$ cat config.mk
export PLATFORM = sky130hd
export DESIGN_NAME = warm_cold_rst_seq
export DESIGN_NICKNAME = d
export VERILOG_FILES = /design/src/rtl/rsq_pkg.sv /design/src/rtl/rsq_ack_timer.sv /design/src/rtl/rsq_span_timer.sv /design/src/rtl/warm_cold_rst_seq.sv
export SDC_FILE = /design/constraint.sdc
export NUM_CORES = 1
export LEC_CHECK = 0
export CAP_MARGIN = 25
export CORE_MARGIN = 1.5
export CORE_UTILIZATION = 47
export DETAILED_ROUTE_END_ITERATION = 10
export GPL_ROUTABILITY_DRIVEN = 0
export HOLD_SLACK_MARGIN = 0.05
export PLACE_DENSITY = 0.64
export SYNTH_ARGS = -nofsm -noshare
export SYNTH_HDL_FRONTEND = slang
export SYNTH_SLANG_ARGS = --single-unit
$ cat constraint.sdc
create_clock -name clk_i -period 2.6 [get_ports clk_i]
set_input_delay 0.26 -clock clk_i [delete_from_list [all_inputs] [get_ports clk_i]]
set_output_delay 0.26 -clock clk_i [all_outputs]
set_load 0.02 [all_outputs]
$ cat src/rtl/rsq_pkg.sv
package rsq_pkg;

    typedef enum logic [2:0] {
        RSQ_IDLE     = 3'd0,
        RSQ_WAIT_ACK = 3'd1,
        RSQ_WARM     = 3'd2,
        RSQ_COLD     = 3'd3,
        RSQ_STRETCH  = 3'd4
    } rsq_state_e;

    typedef struct packed {
        rsq_state_e state;
        logic [1:0] stretch_sel;
    } rsq_ctrl_t;

endpackage

$ cat src/rtl/rsq_ack_timer.sv
module rsq_ack_timer #(
    parameter int BASE_TICKS = 16
) (
    input  logic       clk_i,
    input  logic       rst_ni,
    input  logic       clear_i,
    input  logic       active_i,
    input  logic       tick_i,
    input  logic [1:0] sel_i,
    output logic       expire_o
);
    localparam int MAX_TICKS = BASE_TICKS * 4;
    localparam int CW        = $clog2(MAX_TICKS + 1);

    logic [CW-1:0] cnt_d, cnt_q, limit;

    always_comb begin
        case (sel_i)
            2'd1:    limit = CW'(BASE_TICKS);
            2'd2:    limit = CW'(BASE_TICKS * 2);
            2'd3:    limit = CW'(MAX_TICKS);
            default: limit = '0;
        endcase
    end

    always_comb begin
        cnt_d = cnt_q;
        if (clear_i) begin
            cnt_d = '0;
        end else if (active_i && tick_i && (cnt_q != {CW{1'b1}})) begin
            cnt_d = cnt_q + CW'(1);
        end
    end

    always_ff @(posedge clk_i or negedge rst_ni) begin
        if (!rst_ni) cnt_q <= '0;
        else         cnt_q <= cnt_d;
    end

    assign expire_o = active_i && tick_i && (sel_i != 2'd0) && (cnt_q == limit - CW'(1));

    AST_TICK_ONLY_ADVANCES: assert property (@(posedge clk_i) disable iff (!rst_ni)
        (!clear_i && !tick_i) |=> $stable(cnt_q));

endmodule

$ cat src/rtl/rsq_span_timer.sv
module rsq_span_timer #(
    parameter int CW = 9
) (
    input  logic          clk_i,
    input  logic          rst_ni,
    input  logic          clear_i,
    input  logic          run_i,
    input  logic [CW-1:0] limit_i,
    output logic          done_o
);
    logic [CW-1:0] cnt_d, cnt_q;

    always_comb begin
        cnt_d = cnt_q;
        if (clear_i)    cnt_d = '0;
        else if (run_i) cnt_d = cnt_q + CW'(1);
    end

    always_ff @(posedge clk_i or negedge rst_ni) begin
        if (!rst_ni) cnt_q <= '0;
        else         cnt_q <= cnt_d;
    end

    assign done_o = run_i && (cnt_q == limit_i - CW'(1));

endmodule

$ cat src/rtl/warm_cold_rst_seq.sv
module warm_cold_rst_seq
    import rsq_pkg::*;
#(
    parameter int HOLD_CYCLES   = 4,
    parameter int STRETCH_UNIT  = 88,
    parameter int BASE_TICKS    = 16
) (
    input  logic       clk_i,
    input  logic       rst_ni,
    input  logic       warm_req_i,
    input  logic       cold_req_i,
    input  logic       mem_ack_i,
    input  logic       slow_tick_i,
    input  logic       warm_en_i,
    input  logic [1:0] bypass_sel_i,
    input  logic [1:0] stretch_sel_i,
    output logic       mem_stop_req_o,
    output logic       warm_rst_o,
    output logic       cold_rst_o,
    output logic       periph_rst_o
);
    localparam int SPAN_MAX = (4 * STRETCH_UNIT > HOLD_CYCLES) ? 4 * STRETCH_UNIT : HOLD_CYCLES;
    localparam int SPAN_W   = $clog2(SPAN_MAX + 1);

    rsq_ctrl_t ctrl_d, ctrl_q;
    logic      ack_expire, span_done, span_clear, span_run;
    logic [SPAN_W-1:0] span_limit, stretch_len;

    always_comb begin
        stretch_len = SPAN_W'(32'(ctrl_q.stretch_sel) + 32'd1) * SPAN_W'(STRETCH_UNIT);
        span_limit  = (ctrl_q.state == RSQ_STRETCH) ? stretch_len : SPAN_W'(HOLD_CYCLES);
        span_run    = (ctrl_q.state == RSQ_WARM) || (ctrl_q.state == RSQ_COLD) ||
                      (ctrl_q.state == RSQ_STRETCH);
    end

    always_comb begin
        ctrl_d = ctrl_q;
        case (ctrl_q.state)
            RSQ_IDLE: begin
                if (cold_req_i) begin
                    ctrl_d.state = RSQ_COLD;
                end else if (warm_req_i) begin
                    ctrl_d.state = warm_en_i ? RSQ_WAIT_ACK : RSQ_COLD;
                end
            end
            RSQ_WAIT_ACK: begin
                if (cold_req_i)      ctrl_d.state = RSQ_COLD;
                else if (mem_ack_i)  ctrl_d.state = RSQ_WARM;
                else if (ack_expire) ctrl_d.state = RSQ_COLD;
            end
            RSQ_WARM, RSQ_COLD: begin
                if (span_done) begin
                    ctrl_d.state       = RSQ_STRETCH;
                    ctrl_d.stretch_sel = stretch_sel_i;
                end
            end
            RSQ_STRETCH: begin
                if (span_done) ctrl_d.state = RSQ_IDLE;
            end
            default: ctrl_d.state = RSQ_IDLE;
        endcase
        span_clear = (ctrl_d.state != ctrl_q.state);
    end

    always_ff @(posedge clk_i or negedge rst_ni) begin
        if (!rst_ni) begin
            ctrl_q.state       <= RSQ_IDLE;
            ctrl_q.stretch_sel <= 2'd0;
        end else begin
            ctrl_q <= ctrl_d;
        end
    end

    rsq_ack_timer #(.BASE_TICKS(BASE_TICKS)) i_ack_timer (
        .clk_i    (clk_i),
        .rst_ni   (rst_ni),
        .clear_i  (ctrl_q.state != RSQ_WAIT_ACK),
        .active_i (ctrl_q.state == RSQ_WAIT_ACK),
        .tick_i   (slow_tick_i),
        .sel_i    (bypass_sel_i),
        .expire_o (ack_expire)
    );

    rsq_span_timer #(.CW(SPAN_W)) i_span_timer (
        .clk_i   (clk_i),
        .rst_ni  (rst_ni),
        .clear_i (span_clear),
        .run_i   (span_run),
        .limit_i (span_limit),
        .done_o  (span_done)
    );

    assign mem_stop_req_o = (ctrl_q.state == RSQ_WAIT_ACK) || (ctrl_q.state == RSQ_WARM);
    assign warm_rst_o     = (ctrl_q.state == RSQ_WARM);
    assign cold_rst_o     = (ctrl_q.state == RSQ_COLD);
    assign periph_rst_o   = (ctrl_q.state == RSQ_STRETCH);

    AST_ONE_RESET_KIND: assert property (@(posedge clk_i) disable iff (!rst_ni)
        $onehot0({warm_rst_o, cold_rst_o, periph_rst_o}));
    AST_STOP_NEEDS_ENABLE: assert property (@(posedge clk_i) disable iff (!rst_ni)
        $rose(mem_stop_req_o) |-> $past(warm_en_i));
    AST_WARM_AFTER_ACK: assert property (@(posedge clk_i) disable iff (!rst_ni)
        $rose(warm_rst_o) |-> $past(mem_ack_i));
    AST_COLD_HOLD_MIN: assert property (@(posedge clk_i) disable iff (!rst_ni)
        $fell(cold_rst_o) |-> $past(cold_rst_o, 4));
    AST_WARM_HOLD_MIN: assert property (@(posedge clk_i) disable iff (!rst_ni)
        $fell(warm_rst_o) |-> $past(warm_rst_o, 4));
    AST_STRETCH_FOLLOWS: assert property (@(posedge clk_i) disable iff (!rst_ni)
        ($fell(warm_rst_o) || $fell(cold_rst_o)) |-> periph_rst_o);
    AST_MEM_HELD_WARM: assert property (@(posedge clk_i) disable iff (!rst_ni)
        warm_rst_o |-> mem_stop_req_o);
    AST_COLD_ABORTS_WAIT: assert property (@(posedge clk_i) disable iff (!rst_ni)
        (mem_stop_req_o && !warm_rst_o && cold_req_i) |=> (cold_rst_o && !mem_stop_req_o));

endmodule

# [After elaboration in Yosys (flattened, before gate mapping)]
# Cells that the tools add are included.
[totals] wordCells=51 regBits=21 out_inout_bits=4
[classes] n_addsub=5 mul=1 reduce_logical=14 eq_ne=12 n_mux=15
[op_table] cell="two-way mux 9 bit" count=3
[op_table] cell="case mux 7 bit (3 select lines)" count=1
[op_table] cell="two-way mux 3 bit" count=6
[op_table] cell="two-way mux 7 bit" count=2
[op_table] cell="case mux 3 bit (4 select lines)" count=1
[op_table] cell="adder 9 x 1 -> 9 bit (second input constant)" count=1
[op_table] cell="equality test 9 bit" count=1
[op_table] cell="subtractor 9 x 1 -> 9 bit (second input constant)" count=1
[op_table] cell="adder 7 x 1 -> 7 bit (second input constant)" count=1
[op_table] cell="equality test 7 bit" count=1
[op_table] cell="inequality test 7 bit (second input constant)" count=1
[op_table] cell="subtractor 7 x 1 -> 7 bit (second input constant)" count=1
[op_table] cell="equality test 3 x 2 -> 1 bit (second input constant)" count=2
[op_table] cell="multiplier 3 x 4 -> 6 bit (second input constant)" count=1
[op_table] cell="nonzero test 2 bit" count=3
[op_table] cell="logical AND 1 bit" count=5
[op_table] cell="two-way mux 5 bit" count=1
[op_table] cell="equality test 2 bit (second input constant)" count=2
[op_table] cell="adder 2 x 1 -> 3 bit (second input constant)" count=1
[op_table] cell="equality test 3 x 1 -> 1 bit (second input constant)" count=1
[op_table] cell="equality test 3 bit (second input constant)" count=1
[op_table] cell="logical NOT 3 bit" count=1
[op_table] cell="logical OR 1 bit" count=3
[op_table] cell="inequality test 3 x 1 -> 1 bit (second input constant)" count=1
[op_table] cell="5 further kinds" count=5

# [Longest topological paths before layout]
# Gate-level depths: netlist (run 1).
[logic_depth] ltp_word=11 depth_mapped=8

# [Cells and area by module]
# A second synthesis (run 1) with hierarchy kept.
[unflattened] hier_cells=202 area_unflattened_um2=1734.2
[by_module_without_submodules] mod="rsq_span_timer" area_per_inst_um2=778.2 cells_per_inst=98 instances=1
[by_module_without_submodules] mod="rsq_ack_timer" area_per_inst_um2=519.2 cells_per_inst=53 instances=1
[by_module_without_submodules] mod="warm_cold_rst_seq" area_per_inst_um2=436.7 cells_per_inst=51 instances=1

# [Worst setup path after synthesis (run 1)]
# No wires, ideal clock.
[synth_timing] kind="register to register" startpoint="register ctrl_q[0] (netlist name)" endpoint="register ctrl_q[0] (netlist name)" required_time_ps=2472 path_stages_with_launch=8 period_less_slack_ps=2344 path_buffers=0 t_arrival_ps=2216 slack_ps=256 path_cell_list="dfrtp_1 > inv_1 > ha_1 > or3_1 > a2111oi_4 > a311oi_2 > nor4_4 > mux2_1"
[synth_between] elab_chain_cells=7
[synth_lines] element="start: declaration" line_no="warm_cold_rst_seq.sv:25" source="rsq_ctrl_t ctrl_d, ctrl_q;"
[synth_lines] element="start signal: assignment" line_no="warm_cold_rst_seq.sv:70" source="ctrl_q <= ctrl_d;"
[synth_lines] element="adder 2 x 1 -> 3 bit" line_no="warm_cold_rst_seq.sv:30" source="stretch_len = SPAN_W'(32'(ctrl_q.stretch_sel) + 32'd1) * SPAN_W'(STRETCH_UNIT);"
[synth_lines] element="multiplier 3 x 4 -> 6 bit" line_no="warm_cold_rst_seq.sv:30"
[synth_lines] element="two-way mux 9 bit" line_no="warm_cold_rst_seq.sv:31" source="span_limit = (ctrl_q.state == RSQ_STRETCH) ? stretch_len : SPAN_W'(HOLD_CYCLES);"
[synth_lines] element="subtractor 9 x 1 -> 9 bit" line_no="rsq_span_timer.sv:24" source="assign done_o = run_i && (cnt_q == limit_i - CW'(1));"
[synth_lines] element="equality test 9 bit" line_no="rsq_span_timer.sv:24"
[synth_lines] element="logical AND 1 bit" line_no="rsq_span_timer.sv:24"
[synth_lines] element="AND reduction 2 bit (no line)"
# No other way between the ends.
# A chain may end at the register's enable or synchronous reset.

# [Worst setup path in the final report (run 1)]
[layout_timing] startpoint="register ctrl_q[3] (netlist name)" endpoint="output port mem_stop_req_o"
[layout_between] elab_chain_cells=2 word_cells_on_any_way=3 cone_classes="eq/ne (2); reduce/logical (1)"
[layout_lines] element="equality test 3 x 1 -> 1 bit / equality test 3 x 2 -> 1 bit (equally long branches)" line_no="warm_cold_rst_seq.sv:93" source="assign mem_stop_req_o = (ctrl_q.state == RSQ_WAIT_ACK) || (ctrl_q.state == RSQ_WARM);"
[layout_lines] element="logical OR 1 bit (*)" line_no="warm_cold_rst_seq.sv:93"
[layout_lines] element="end: declaration" line_no="warm_cold_rst_seq.sv:17" source="output logic mem_stop_req_o,"
# Mark *: on every way between the ends. The rest lies on a longest branch, timed or not.

==> flow_summary.yaml, run 1 <==
floorplan:
  design.die.area_um2: 3624
  floorplan.initialDensity_pct: 49.96
  die_width_um: 60.20
  fp.coreArea_um2: 3078
  chipHeight_um: 60.20
  floorplan.io_pins: 15
  placement_rows: 20
routing:
  avgRoutedWirePerCell_um: 14.65
  detail-route-antenna-nets: 0
  post-route-drc-count: 0
  drt-initial-drc-count: 45
  route.final.wire_length_mm: 3.297
  number_of_detailed_route_iterations_in_the_first_pass: 4
  routed_via_density: 5.684
  detailroute.via_count: 1279
grt:
  grt_pass1_vias: 1232
  antenna_found_initial: 0
  maximum_number_of_pins_on_one_net_before_global_route_repair: 22
  grt_first_pass_wirelength_mm: 5.858
  gr-usage-all-layers_pct: 21.58
  global_route.overflow_total: 0
clock_tree:
  clock_sink_count: 21
  worst_setup_hold_path_clk_slew_ps: 130
  clk-insertion-delay-late_ps: 320
  number_of_buffers_on_the_longest_clock_path: 2
  clock-root-buffer: "sky130_fd_sc_hd__clkbuf_4"
  ctsHoldBuffers: 0
  post_cts.repair.setup_buffers: 0
  number_of_h_tree_branching_levels: 1
  tritoncts_clock_tree: "built"
  number_of_buffers_added_by_the_clock_tree_synthesis_step: 3
synth:
  synth-seq-cells: 21
  synth_edf_count: 0
  synth-async-reset-ratio_pct: 100.0
  synthFlopType: "sky130_fd_sc_hd__dfrtp_1"
  post_synthesis_instance_area_um2: 1538
  postSynthNetCount: 184
  synthesis.area_per_instance_um2: 9.434
  syn_inst: 163
  synth_sequential_area_ratio_pct: 34.17
  synthesis.yosys.warnings: 0
  synth.lib_cells_used.distinct: 42
finish:
  syn2layout_area_growth_pct: 15.70
  layout.nets: 203
  final_cell_mix: "sky130_fd_sc_hd__dfrtp_1, sky130_fd_sc_hd__clkdlybuf4s50_1, sky130_fd_sc_hd__xnor2_1, sky130_fd_sc_hd__nor2_1"
  drive_gt1_share_pct: 11.60
  post_layout_nonfiller_instances: 225
  insertedDiodeCount: 0
  core_util_final_pct: 57.80
  final_common_cell: "sky130_fd_sc_hd__dfrtp_1"
setup_path:
  worst_path_max_fanout: 8
  cp_slowest_stage_delay_ps: 620
  crit_cells: 5
  cell_with_the_biggest_individual_delay_on_the_critical_path: "sky130_fd_sc_hd__clkdlybuf4s50_1"
  crit-reg2reg-launch: "ctrl_q[0]"
  critical_path.reg2reg.endpoint: "i_span_timer.cnt_q[8]"
  worst_path_dominant_cell_family: "buffers and inverters"
  cp_data_arrival_time_ps: 2240
  setup.worst_path.start_class: "flop"
  r2r.worst_path.cells: 8
  worst_ep_required_time_ps: 2340
  cp_cell_sequence: "buf_4, or3b_2, buf_4, o21ai_0, clkdlybuf4s50_1"
  cpMostUsedCell: "sky130_fd_sc_hd__buf_4"
  critical_path_buf_inv_count: 3
  crit_path_end_kind: "primary output"
  ff2ff_setup_slack_ps: 170
  category_of_the_most_critical_setup_path: "flop to primary output"
sta:
  final-hold-violation-count: 0
  final_critical_path_setup_slack_ps: 102.4
  fin_crit_ps: 2498
  tns_ps: 0
  maxClockFrequency_mhz: 400.4
  drv_slew: 0
  period_utilization_pct: 96.06
  rsz0062_at_grt: "no"
  final.setup_skew_ps: 6.886
  tightest_slew_ps: 777.9
  relSlewSlack_pct: 48.14
  setup_viol: 0
run:
  drv.max_cap_violation_count: 0
hold_path:
  worstHoldPathType: "primary input to async pin"
power_and_ir_drop:
  power.density_cell_area_nw_per_um2: 854.5
  power.static_leakage_nw: 0.7232
  vdd_drop_max_uv: 479.0
place:
  placement.setup.worst_slack_ps: 44.61
  dp.final_hpwl_mm: 2.482
  dp.cells: 221
  count_of_port_buffers_added_during_placement: 14
outcome:
  run_status: "complete, no violations"
==> power by group <==
group	switching [mW]	total (mW)	internal [mW]
sequential	0.0765	0.466	0.390
combinational	0.503	0.885	0.382
clock	0.109	0.170	0.0600
total	0.689	1.52	0.832
==> worst max-delay path by stage <==
stage               startpoint        endpoint  slack [ps]
finish               ctrl_q[3]  mem_stop_req_o         100
floorplan            ctrl_q[0]       ctrl_q[0]         260
detailed placement   ctrl_q[0]       ctrl_q[1]          40
global placement     ctrl_q[0]       ctrl_q[1]         150
global route         ctrl_q[0]       ctrl_q[1]          10
CTS                  ctrl_q[0]       ctrl_q[1]          10
==> sequential cells by signal, indices dropped and copies added, names as in the netlist <==
name and count:
i_ack_timer.cnt_q 7, i_span_timer.cnt_q 9, ctrl_q 5
==> per-stage QoR <==
stage | hold slack [ps] | total power, mW | area [um^2]
after floorplan | -35.59 | 1.081 | 1538
after global placement | 533.4 | 1.309 | 1742
final | 267.4 | 1.520 | 1779
after CTS | 279.9 | 1.503 | 1768
after detailed placement | 539.8 | 1.331 | 1742
after global routing | 291.0 | 1.642 | 1779
==> per-layer routing <==
| layer | vias to the layer above | share of wire (%) | global-route usage (%) |
|---|---|---|---|
| li1 | 626 | - | - |
| met1 | 633 | 52 | 31.28 |
| met2 | 13 | 45 | 32.61 |
| met3 | 7 | 1.8 | 3.030 |
| met4 | 0 | 1.7 | 7.619 |
| met5 | - | 0 | 0 |
==> cell families (layout without fill, tap and decap cells) <==
logic type,Yosys count,in the layout,synth area share [%]
AO/OA/AOI/OAI,40,40,19.61
XOR/XNOR,17,17,9.682
adder cells (fa/ha/maj),10,10,8.137
buffers and inverters,15,33,4.637
flip-flops,21,21,34.17
multiplexers,3,3,2.115
AND/OR/NAND/NOR,57,57,21.64
==> final cells by class <==
cell class | count | area [um^2]
flip-flops and latches | 21 | 526.8
fillers | 272 | 1299
clock buffers | 4 | 26.28
repair buffers | 20 | 185.2
well taps | 44 | 55.05
inverters | 9 | 35.03
multi-input cells | 127 | 950.9
==> synthesized netlist by cell type, drive strengths merged, types with 2 or more instances <==
cell / count / area, um^2
o21ai: 10 / 50.05
inv: 8 / 30.03
nand4: 4 / 25.02
o22ai: 4 / 25.02
buf: 5 / 32.53
or2: 2 / 12.51
nor3: 5 / 25.02
or3b: 2 / 17.52
a21oi: 2 / 10.01
xnor2: 12 / 105.1
and2: 2 / 12.51
nor2b: 5 / 31.28
a31oi: 2 / 12.51
nor2: 11 / 41.29
mux2: 2 / 22.52
nand2: 8 / 30.03
nand3: 4 / 20.02
o31ai: 2 / 15.01
nor4: 2 / 42.54
xor2: 5 / 43.79
and3: 6 / 37.54
o221ai: 2 / 17.52
ha: 10 / 125.1
dfrtp: 21 / 525.5
a211oi: 11 / 87.58
nand2b: 5 / 31.28
==> worst register-to-register path, delay by kind of cell, from the launching register on <==
kind,cells,cell delay (ps)
flip-flops,1,480
adder cells (fa/ha/maj),1,220
AND/OR/NAND/NOR,2,720
buffers and inverters,2,310
AO/OA/AOI/OAI,3,560
==> timing repair <==
item,4_1_cts,5_1_grt
pin swaps,0,1
resized for setup,1,3
endpoints found under the setup margin,1,14
Note: power is estimated with default switching activity, not from simulation.
==> inputs of run 2 (changes only) <==
--- a/config.mk
+++ b/config.mk
@@ -11,7 +11,7 @@
 export DETAILED_ROUTE_END_ITERATION = 10
 export GPL_ROUTABILITY_DRIVEN = 0
 export HOLD_SLACK_MARGIN = 0.05
-export PLACE_DENSITY = 0.64
+export PLACE_DENSITY = 0.8
 export SYNTH_ARGS = -nofsm -noshare
 export SYNTH_HDL_FRONTEND = slang
 export SYNTH_SLANG_ARGS = --single-unit
==> run 2 against run 1 <==
- highest routed layer unchanged
- hold slack gained 17 ps
- cell area decreased by 0.14%
- critical path depth grew 2
- count of clock-buffer cells in the layout is the same
- register-to-register slack is essentially flat
==> flow_summary.yaml, run 2 (synthesis gave the netlist of run 1 again) <==
sta:
  maxClockFrequency_mhz: 410.5
  final.setup_skew_ps: 5.647
  period_utilization_pct: 93.70
  drv_slew: 0
  tns_ps: 0
  rsz0062_at_grt: "no"
  final.hold.worst_slack_ps: 284.2
  final_critical_path_setup_slack_ps: 163.7
  setup_viol: 0
  fin_crit_ps: 2436
  tightest_slew_ps: 631.9
  final-hold-violation-count: 0
  relSlewSlack_pct: 57.62
power_and_ir_drop:
  power.density_cell_area_nw_per_um2: 851.1
  power_mw: 1.512
  vdd_drop_max_uv: 586.3
  power.static_leakage_nw: 0.7223
setup_path:
  category_of_the_most_critical_setup_path: "flop to flop"
  setup.worst_path.start_class: "flop"
  ff2ff_setup_slack_ps: 160
  crit_path_end_kind: "flop"
  crit-reg2reg-launch: "ctrl_q[0]"
  worst_path_max_fanout: 8
  cp_data_arrival_time_ps: 2640
  setup.worst_path.start: "ctrl_q[0]"
  critical_path.reg2reg.endpoint: "ctrl_q[1]"
  worst_ep_required_time_ps: 2800
  r2r.worst_path.cells: 7
routing:
  detailroute.via_count: 1296
  post-route-drc-count: 0
  drt-initial-drc-count: 76
  routed_via_density: 5.760
  detail-route-antenna-nets: 0
  avgRoutedWirePerCell_um: 14.86
  route.final.wire_length_mm: 3.343
  number_of_detailed_route_iterations_in_the_first_pass: 4
grt:
  global_route.overflow_total: 0
  grt_first_pass_wirelength_mm: 5.844
  gr-usage-all-layers_pct: 21.65
  globalRouteMet1Util_pct: 23.72
  maximum_number_of_pins_on_one_net_before_global_route_repair: 22
  grt_pass1_vias: 1345
  antenna_found_initial: 0
  gr-usage-met3_pct: 5.195
  use_met2_pct: 39.29
  grt_busiest_layer: "met2"
floorplan:
  chipHeight_um: 60.20
  floorplan.io_pins: 15
  die_width_um: 60.20
  floorplan.initialDensity_pct: 49.96
  design.die.area_um2: 3624
  placement_rows: 20
  fp.coreArea_um2: 3078
finish:
  largest-register: "i_span_timer.cnt_q"
  biggestRegsByFlops: "i_span_timer.cnt_q: 9 flops, i_ack_timer.cnt_q: 7 flops, ctrl_q: 5 flops"
  insertedDiodeCount: 0
  syn2layout_area_growth_pct: 15.54
  drive_gt1_share_pct: 11.05
  largest_reg_flops: 9
  final_common_cell: "sky130_fd_sc_hd__dfrtp_1"
  layout.nets: 203
  finalInstanceArea_um2: 1777
  final_cell_mix: "sky130_fd_sc_hd__dfrtp_1, sky130_fd_sc_hd__clkdlybuf4s50_1, sky130_fd_sc_hd__xnor2_1, sky130_fd_sc_hd__nor2_1"
clock_tree:
  worst_setup_hold_path_clk_slew_ps: 120
  clk-insertion-delay-late_ps: 300
  number_of_buffers_on_the_longest_clock_path: 2
  ctsResizeCount: 0
  number_of_buffers_added_by_the_clock_tree_synthesis_step: 3
  clock_sink_count: 21
  post_cts.repair.setup_buffers: 0
  clock-root-buffer: "sky130_fd_sc_hd__clkbuf_4"
  tritoncts_clock_tree: "built"
  number_of_h_tree_branching_levels: 1
  ctsHoldBuffers: 0
place:
  placement.setup.worst_slack_ps: 78.43
  count_of_port_buffers_added_during_placement: 14
  dp.final_hpwl_mm: 2.604
  placed_cell_area_um2: 1742
run:
  drv.max_cap_violation_count: 0
outcome:
  run_status: "complete, no violations"
hold_path:
  worstHoldPathType: "primary input to async pin"
## run 2: cell types whose count changed in the layout (fill, tap and decap cells not counted)
cell / previous run / this run
sky130_fd_sc_hd__or3b_4: 1 / 0
sky130_fd_sc_hd__o21ai_1: 1 / 0
sky130_fd_sc_hd__o21ai_0: 9 / 10
sky130_fd_sc_hd__or3b_1: 0 / 1
## run 2: metrics by stage
| stage | utilization [%] | std cells |
|---|---|---|
| final | 57.72 | 225 |
| after floorplan | - | 163 |
| after global placement | 56.59 | 221 |
| after CTS | 57.44 | 225 |
| after detailed placement | 56.59 | 221 |
| after global routing | 57.72 | 225 |
## run 2: how the worst max path moves through the flow
stage / to / slack (ps) / depth (start not counted)
floorplan: ctrl_q[0] / 260 / 7
global placement: ctrl_q[1] / 170 / 7
detailed placement: ctrl_q[0] / 80 / 7
CTS: ctrl_q[0] / 30 / 7
global route: ctrl_q[1] / 10 / 6
finish: ctrl_q[1] / 160 / 7
## run 2: worst max-delay path, cell delays in order (launching register included)
cell and delay [ps]:
sky130_fd_sc_hd__dfrtp_2 460, sky130_fd_sc_hd__inv_1 110, sky130_fd_sc_hd__ha_1 220, sky130_fd_sc_hd__or3_1 360, sky130_fd_sc_hd__a2111oi_4 310, sky130_fd_sc_hd__a311oi_2 130, sky130_fd_sc_hd__nor4_4 370, sky130_fd_sc_hd__mux2_1 350
## run 2: where the power goes
part / total, mW / switching, mW / internal, mW
logic: 0.879 / 0.498 / 0.381
registers: 0.475 / 0.0860 / 0.389
clock network: 0.158 / 0.0982 / 0.0598
total: 1.51 / 0.682 / 0.830
## run 2: layout make-up
class	instances	area (um^2)
fillers	302	1301
multi-input cells	127	948.4
flip-flops and latches	21	526.8
repair buffers	20	185.2
well taps	44	55.05
inverters	9	35.03
clock buffers	4	26.28
## run 2: per-layer routing
metal	part of all wire (%)	vias up
met5	0	-
met4	2.4	0
met3	3.6	10
met2	53	31
met1	41	630
li1	-	625
==> inputs of run 3 (changes only) <==
--- a/config.mk
+++ b/config.mk
@@ -10,7 +10,6 @@
 export CORE_UTILIZATION = 47
 export DETAILED_ROUTE_END_ITERATION = 10
 export GPL_ROUTABILITY_DRIVEN = 0
-export HOLD_SLACK_MARGIN = 0.05
 export PLACE_DENSITY = 0.8
 export SYNTH_ARGS = -nofsm -noshare
 export SYNTH_HDL_FRONTEND = slang
==> results of run 3 <==
Same layout as run 2: the final DEF is identical, and so are final timing and power.
